$ cat src/rtl/psu_pkg.sv
package psu_pkg;
  localparam int unsigned XW       = 32;
  localparam int unsigned OPC_W    = 6;
  localparam int unsigned FN_W     = 6;
  localparam int unsigned REG_W    = 5;
  localparam int unsigned IMM_W    = 16;
  localparam int unsigned TGT_W    = 26;
  localparam int unsigned REGION_W = XW - TGT_W - 2;
  localparam int unsigned STEP     = 4;

  localparam logic [OPC_W-1:0] OPC_SPECIAL = 6'h00;
  localparam logic [OPC_W-1:0] OPC_JMP     = 6'h02;
  localparam logic [OPC_W-1:0] OPC_JMPL    = 6'h03;
  localparam logic [OPC_W-1:0] OPC_BREQ    = 6'h04;
  localparam logic [OPC_W-1:0] OPC_BRNE    = 6'h05;
  localparam logic [OPC_W-1:0] OPC_SLTU_I  = 6'h0B;
  localparam logic [OPC_W-1:0] OPC_LOAD    = 6'h23;
  localparam logic [OPC_W-1:0] OPC_STORE   = 6'h2B;
  localparam logic [FN_W-1:0]  FN_JREG     = 6'h08;
  localparam logic [FN_W-1:0]  FN_JREGL    = 6'h09;
  localparam logic [REG_W-1:0] RA_IDX      = 5'd31;

  typedef enum logic [1:0] {
    FLOW_SEQ  = 2'd0,
    FLOW_BR   = 2'd1,
    FLOW_ABS  = 2'd2,
    FLOW_REG  = 2'd3
  } flow_e;

  typedef struct packed {
    flow_e flow;
    logic  br_ne;
    logic  link_we;
    logic  link_ra;
    logic  zext;
  } ctl_t;
endpackage

$ cat src/rtl/psu_decode.sv
module psu_decode
  import psu_pkg::*;
(
  input  logic [OPC_W-1:0] opc,
  input  logic [FN_W-1:0]  fn,
  output ctl_t             ctl
);
  always_comb begin
    ctl         = '0;
    ctl.flow    = FLOW_SEQ;
    unique case (opc)
      OPC_SPECIAL: begin
        if (fn == FN_JREG) begin
          ctl.flow = FLOW_REG;
        end else if (fn == FN_JREGL) begin
          ctl.flow    = FLOW_REG;
          ctl.link_we = 1'b1;
        end
      end
      OPC_JMP:  ctl.flow = FLOW_ABS;
      OPC_JMPL: begin
        ctl.flow    = FLOW_ABS;
        ctl.link_we = 1'b1;
        ctl.link_ra = 1'b1;
      end
      OPC_BREQ: ctl.flow = FLOW_BR;
      OPC_BRNE: begin
        ctl.flow  = FLOW_BR;
        ctl.br_ne = 1'b1;
      end
      OPC_SLTU_I: ctl.zext = 1'b1;
      default: ;
    endcase
  end
endmodule

$ cat src/rtl/psu_operand.sv
module psu_operand
  import psu_pkg::*;
#(
  parameter bit CMP_BY_SUB = 1'b1
) (
  input  logic [IMM_W-1:0] imm,
  input  logic [XW-1:0]    rs_val,
  input  logic [XW-1:0]    rt_val,
  input  logic             zext,
  output logic [XW-1:0]    imm_sx,
  output logic [XW-1:0]    imm_ext,
  output logic [XW-1:0]    mem_addr,
  output logic             equal
);
  localparam int unsigned PAD_W = XW - IMM_W;

  always_comb begin
    imm_sx   = {{PAD_W{imm[IMM_W-1]}}, imm};
    imm_ext  = zext ? {{PAD_W{1'b0}}, imm} : imm_sx;
    mem_addr = rs_val + imm_sx;
  end

  generate
    if (CMP_BY_SUB) begin : g_sub_cmp
      logic [XW-1:0] diff;
      always_comb begin
        diff  = rs_val - rt_val;
        equal = (diff == '0);
      end
    end else begin : g_xor_cmp
      always_comb equal = ~|(rs_val ^ rt_val);
    end
  endgenerate
endmodule

$ cat src/rtl/psu_target.sv
module psu_target
  import psu_pkg::*;
(
  input  logic [XW-1:0]    pc,
  input  logic [TGT_W-1:0] tgt,
  input  logic [XW-1:0]    imm_sx,
  input  logic [XW-1:0]    rs_val,
  input  logic             equal,
  input  ctl_t             ctl,
  output logic [XW-1:0]    pc_inc,
  output logic [XW-1:0]    next_pc
);
  logic [XW-1:0] br_tgt;
  logic [XW-1:0] abs_tgt;
  logic          taken;

  always_comb begin
    pc_inc  = pc + XW'(STEP);
    br_tgt  = pc_inc + {imm_sx[XW-3:0], 2'b00};
    abs_tgt = {pc_inc[XW-1 -: REGION_W], tgt, 2'b00};
    taken   = equal ^ ctl.br_ne;
    unique case (ctl.flow)
      FLOW_BR:  next_pc = taken ? br_tgt : pc_inc;
      FLOW_ABS: next_pc = abs_tgt;
      FLOW_REG: next_pc = rs_val;
      default:  next_pc = pc_inc;
    endcase
  end
endmodule

$ cat src/rtl/psu_pc_reg.sv
module psu_pc_reg
  import psu_pkg::*;
#(
  parameter logic [XW-1:0] RESET_PC = '0
) (
  input  logic          clk,
  input  logic          rst_n,
  input  logic [XW-1:0] pc_d,
  output logic [XW-1:0] pc_q
);
  always_ff @(posedge clk or negedge rst_n) begin
    if (!rst_n) begin
      pc_q <= RESET_PC;
    end else begin
      pc_q <= pc_d;
    end
  end
endmodule

$ cat src/rtl/pc_steer_unit.sv
module pc_steer_unit
  import psu_pkg::*;
#(
  parameter logic [XW-1:0] RESET_PC   = '0,
  parameter bit            CMP_BY_SUB = 1'b1
) (
  input  logic             clk,
  input  logic             rst_n,
  input  logic [XW-1:0]    instr,
  input  logic [XW-1:0]    rs_val,
  input  logic [XW-1:0]    rt_val,
  output logic [XW-1:0]    pc,
  output logic [XW-1:0]    next_pc,
  output logic [XW-1:0]    imm_ext,
  output logic [XW-1:0]    mem_addr,
  output logic             link_we,
  output logic [REG_W-1:0] link_reg,
  output logic [XW-1:0]    link_data
);
  ctl_t          ctl;
  logic [XW-1:0] imm_sx;
  logic [XW-1:0] pc_inc;
  logic          equal;

  psu_decode u_dec (
    .opc (instr[XW-1 -: OPC_W]),
    .fn  (instr[FN_W-1:0]),
    .ctl (ctl)
  );

  psu_operand #(.CMP_BY_SUB(CMP_BY_SUB)) u_opnd (
    .imm      (instr[IMM_W-1:0]),
    .rs_val   (rs_val),
    .rt_val   (rt_val),
    .zext     (ctl.zext),
    .imm_sx   (imm_sx),
    .imm_ext  (imm_ext),
    .mem_addr (mem_addr),
    .equal    (equal)
  );

  psu_target u_tgt (
    .pc      (pc),
    .tgt     (instr[TGT_W-1:0]),
    .imm_sx  (imm_sx),
    .rs_val  (rs_val),
    .equal   (equal),
    .ctl     (ctl),
    .pc_inc  (pc_inc),
    .next_pc (next_pc)
  );

  psu_pc_reg #(.RESET_PC(RESET_PC)) u_pc (
    .clk   (clk),
    .rst_n (rst_n),
    .pc_d  (next_pc),
    .pc_q  (pc)
  );

  always_comb begin
    link_we   = ctl.link_we;
    link_reg  = ctl.link_ra ? RA_IDX : instr[15:11];
    link_data = pc_inc;
  end
endmodule

$ cat config.mk
export PLATFORM = sky130hd
export DESIGN_NAME = pc_steer_unit
export DESIGN_NICKNAME = d
export VERILOG_FILES = /design/src/rtl/psu_pkg.sv /design/src/rtl/psu_decode.sv /design/src/rtl/psu_operand.sv /design/src/rtl/psu_target.sv /design/src/rtl/psu_pc_reg.sv /design/src/rtl/pc_steer_unit.sv
export SDC_FILE = /design/constraint.sdc
export NUM_CORES = 1
export LEC_CHECK = 0
export ABC_AREA = 1
export ABC_CLOCK_PERIOD_IN_PS = 4900
export BUFFER_PORTS_ARGS = -buffer_cell sky130_fd_sc_hd__buf_2
export CORE_MARGIN = 2
export CORE_UTILIZATION = 48
export CTS_CLUSTER_SIZE = 40
export DETAILED_ROUTE_END_ITERATION = 8
export PLACE_DENSITY = 0.79
export SKIP_LAST_GASP = 1
export SLEW_MARGIN = 20
export SYNTH_ARGS = -nofsm -noshare
export SYNTH_HDL_FRONTEND = slang
export SYNTH_HIERARCHICAL = 1
export SYNTH_SLANG_ARGS = --single-unit
$ cat constraint.sdc
create_clock -name clk -period 4.9 [get_ports clk]
set_input_delay 0.245 -clock clk [delete_from_list [all_inputs] [get_ports clk]]
set_output_delay 0.245 -clock clk [all_outputs]
set_load 0.05 [all_outputs]
==> impl_metrics.ini <==
[outcome]
status = complete, no violations

[final_layout]
reg_top3 = u_pc/pc_q x32
drive_above_1_share_pct = 16.21
ff_latch_area_sq_um = 800.8
n_fill_cell = 2298
syn2layout_area_growth_pct = 13.16
regMostFlops = u_pc/pc_q
final_cells = 2374
final_cell_mix = nand2_1 (638), inv_1 (343), buf_2 (263), nor2_1 (173), nand3_1 (158)
largest_reg_flops = 32
final_nets = 2293
multiInputGateArea_sq_mm = 0.007523
layout_commonest_cell = nand2_1

[floorplanning]
ios = 264
core_sq_mm = 0.02096
die_w_um = 149.7
num_rows = 53
dieArea_sq_mm = 0.02242
fp.dieH_um = 149.7
start_util_pct = 48.65

[place]
finalWeightedCongestion = 1.016
io_buffer_count = 263
dp.cells = 2365
hpwlAfterDp_um = 33020

[critical_path]
required_ps = 4660
critPathLaunch = u_pc/pc_q[2]
crit_arrival_ps = 3950
rrSetupSlack_ps = 1400
crit-reg2reg-launch = u_pc/pc_q[2]
cp-start-kind = flop
cp-end-kind = output pin
path_class = reg2out
crit_fanout = 5
rr_endpoint = u_pc/pc_q[26]
rr_worst_depth = 15

[clock_network]
cts-root-buf = clkbuf_16
clkSinkCount = 32
cts_tree = built
clock_latency_ps = 280
clk_pin_slew_ps = 60
cts_buffer_depth = 2
ctsResizeCount = 0
holdBufCountCts = 0
cts_setup_buffers = 0
h-tree-depth = 2
cts_inserted_buffers = 5

[sta]
worstMarginPinSlew_ps = 1007
final-setup-viol-count = 0
slew_headroom_pct = 32.78
period_share_pct = 85.53
report.final.hold_viol_count = 0
rsz0062_at_grt = false
drv_slew = 0
clock.fmax_ghz = 0.2386
fin_crit_ps = 4191
fin_skew_ps = 4.658
fin_setup_tns_ps = 0

[logic_synthesis]
ys_warn_count = 6
synthesis.area_sq_mm = 0.01019
synthesis.nets = 2100
syn_avg_cell_area_sq_um = 5.354
synthCells = 1904

[power_and_ir_drop]
power_leakage_nw = 7.087
ir_drop_mv = 0.3762
power_mw = 4.518
power.density_mw_per_mm2 = 391.6

[routing]
first_iter_violations = 1117
drt_first_pass_iters = 6
viasPerCell = 5.410
vias = 12843
wl_um = 38990
post_drt_wl_per_cell_um = 16.42
final_antenna_net_count = 0
drc = 0

[grt]
grt_pass1_vias = 11855
grt_max_degree = 40
grt-ovfl-total = 0
grt_pass1_wl_um = 58940
grt_use_total_pct = 33.42
antenna_found_initial = 1

[hold_path]
hp-class = in2async

[flow_run]
cap_violations = 0
## routing by layer
metal	GRT usage, %	part of all wire [%]	vias to the layer above
met1	41.42	40	5801
li1	-	-	6309
met3	2.287	8.1	114
met2	58.76	48	619
met5	0	0	-
met4	16.04	4.7	0
## worst max path at each step
stage                                to  slack, ps  cells past startpoint
after floorplan           u_pc/pc_q[23]        690                     19
after global placement       next_pc[5]       1110                     22
after detailed placement     next_pc[5]       1110                     22
after CTS                   next_pc[26]        800                     17
after global routing        next_pc[24]        540                     18
final                       next_pc[26]        710                     17
## through the flow
step	worst slack, ps	hold slack (ps)	area, sq um	utilization, %
6_report	709.2	55.22	11540	55.05
3_5_place_dp	1106	391.7	11350	54.17
4_1_cts	803.5	90.68	11530	55.04
2_1_floorplan	691.3	-50.59	10190	-
5_1_grt	537.4	115.8	11540	55.05
3_3_place_gp	1108	363.6	11350	54.17
## power breakdown
part           internal (mW)  switching [mW]  leakage (nW)  total [mW]
registers              0.343           0.135         0.410       0.478
logic                  0.894            2.75          6.59        3.64
clock network          0.268           0.131        0.0901       0.400
total                   1.51            3.01          7.09        4.52
## cell type report
class,instances,area share (%)
repair buffers,271,11.93
diodes,1,0.02169
clock inverters,1,0.2603
multi-input cells,1439,65.22
clock buffers,7,1.323
flip-flops and latches,32,6.941
well taps,275,2.983
inverters,348,11.32
## critical path, stage by stage, from the launching register on
cell and delay (ps):
dfrtp_1 480, ha_1 280, inv_1 110, nor3_4 300
nand4_1 210, xor2_1 240, inv_1 170, ha_1 440
nand2_1 120, nor2_1 280, and2_1 200, nand3_1 110
nand3_1 110, nand2_1 50, nand3_1 80, nand2_1 100
nand3b_1 120, buf_2 270
(Power assumes the default switching activity.)
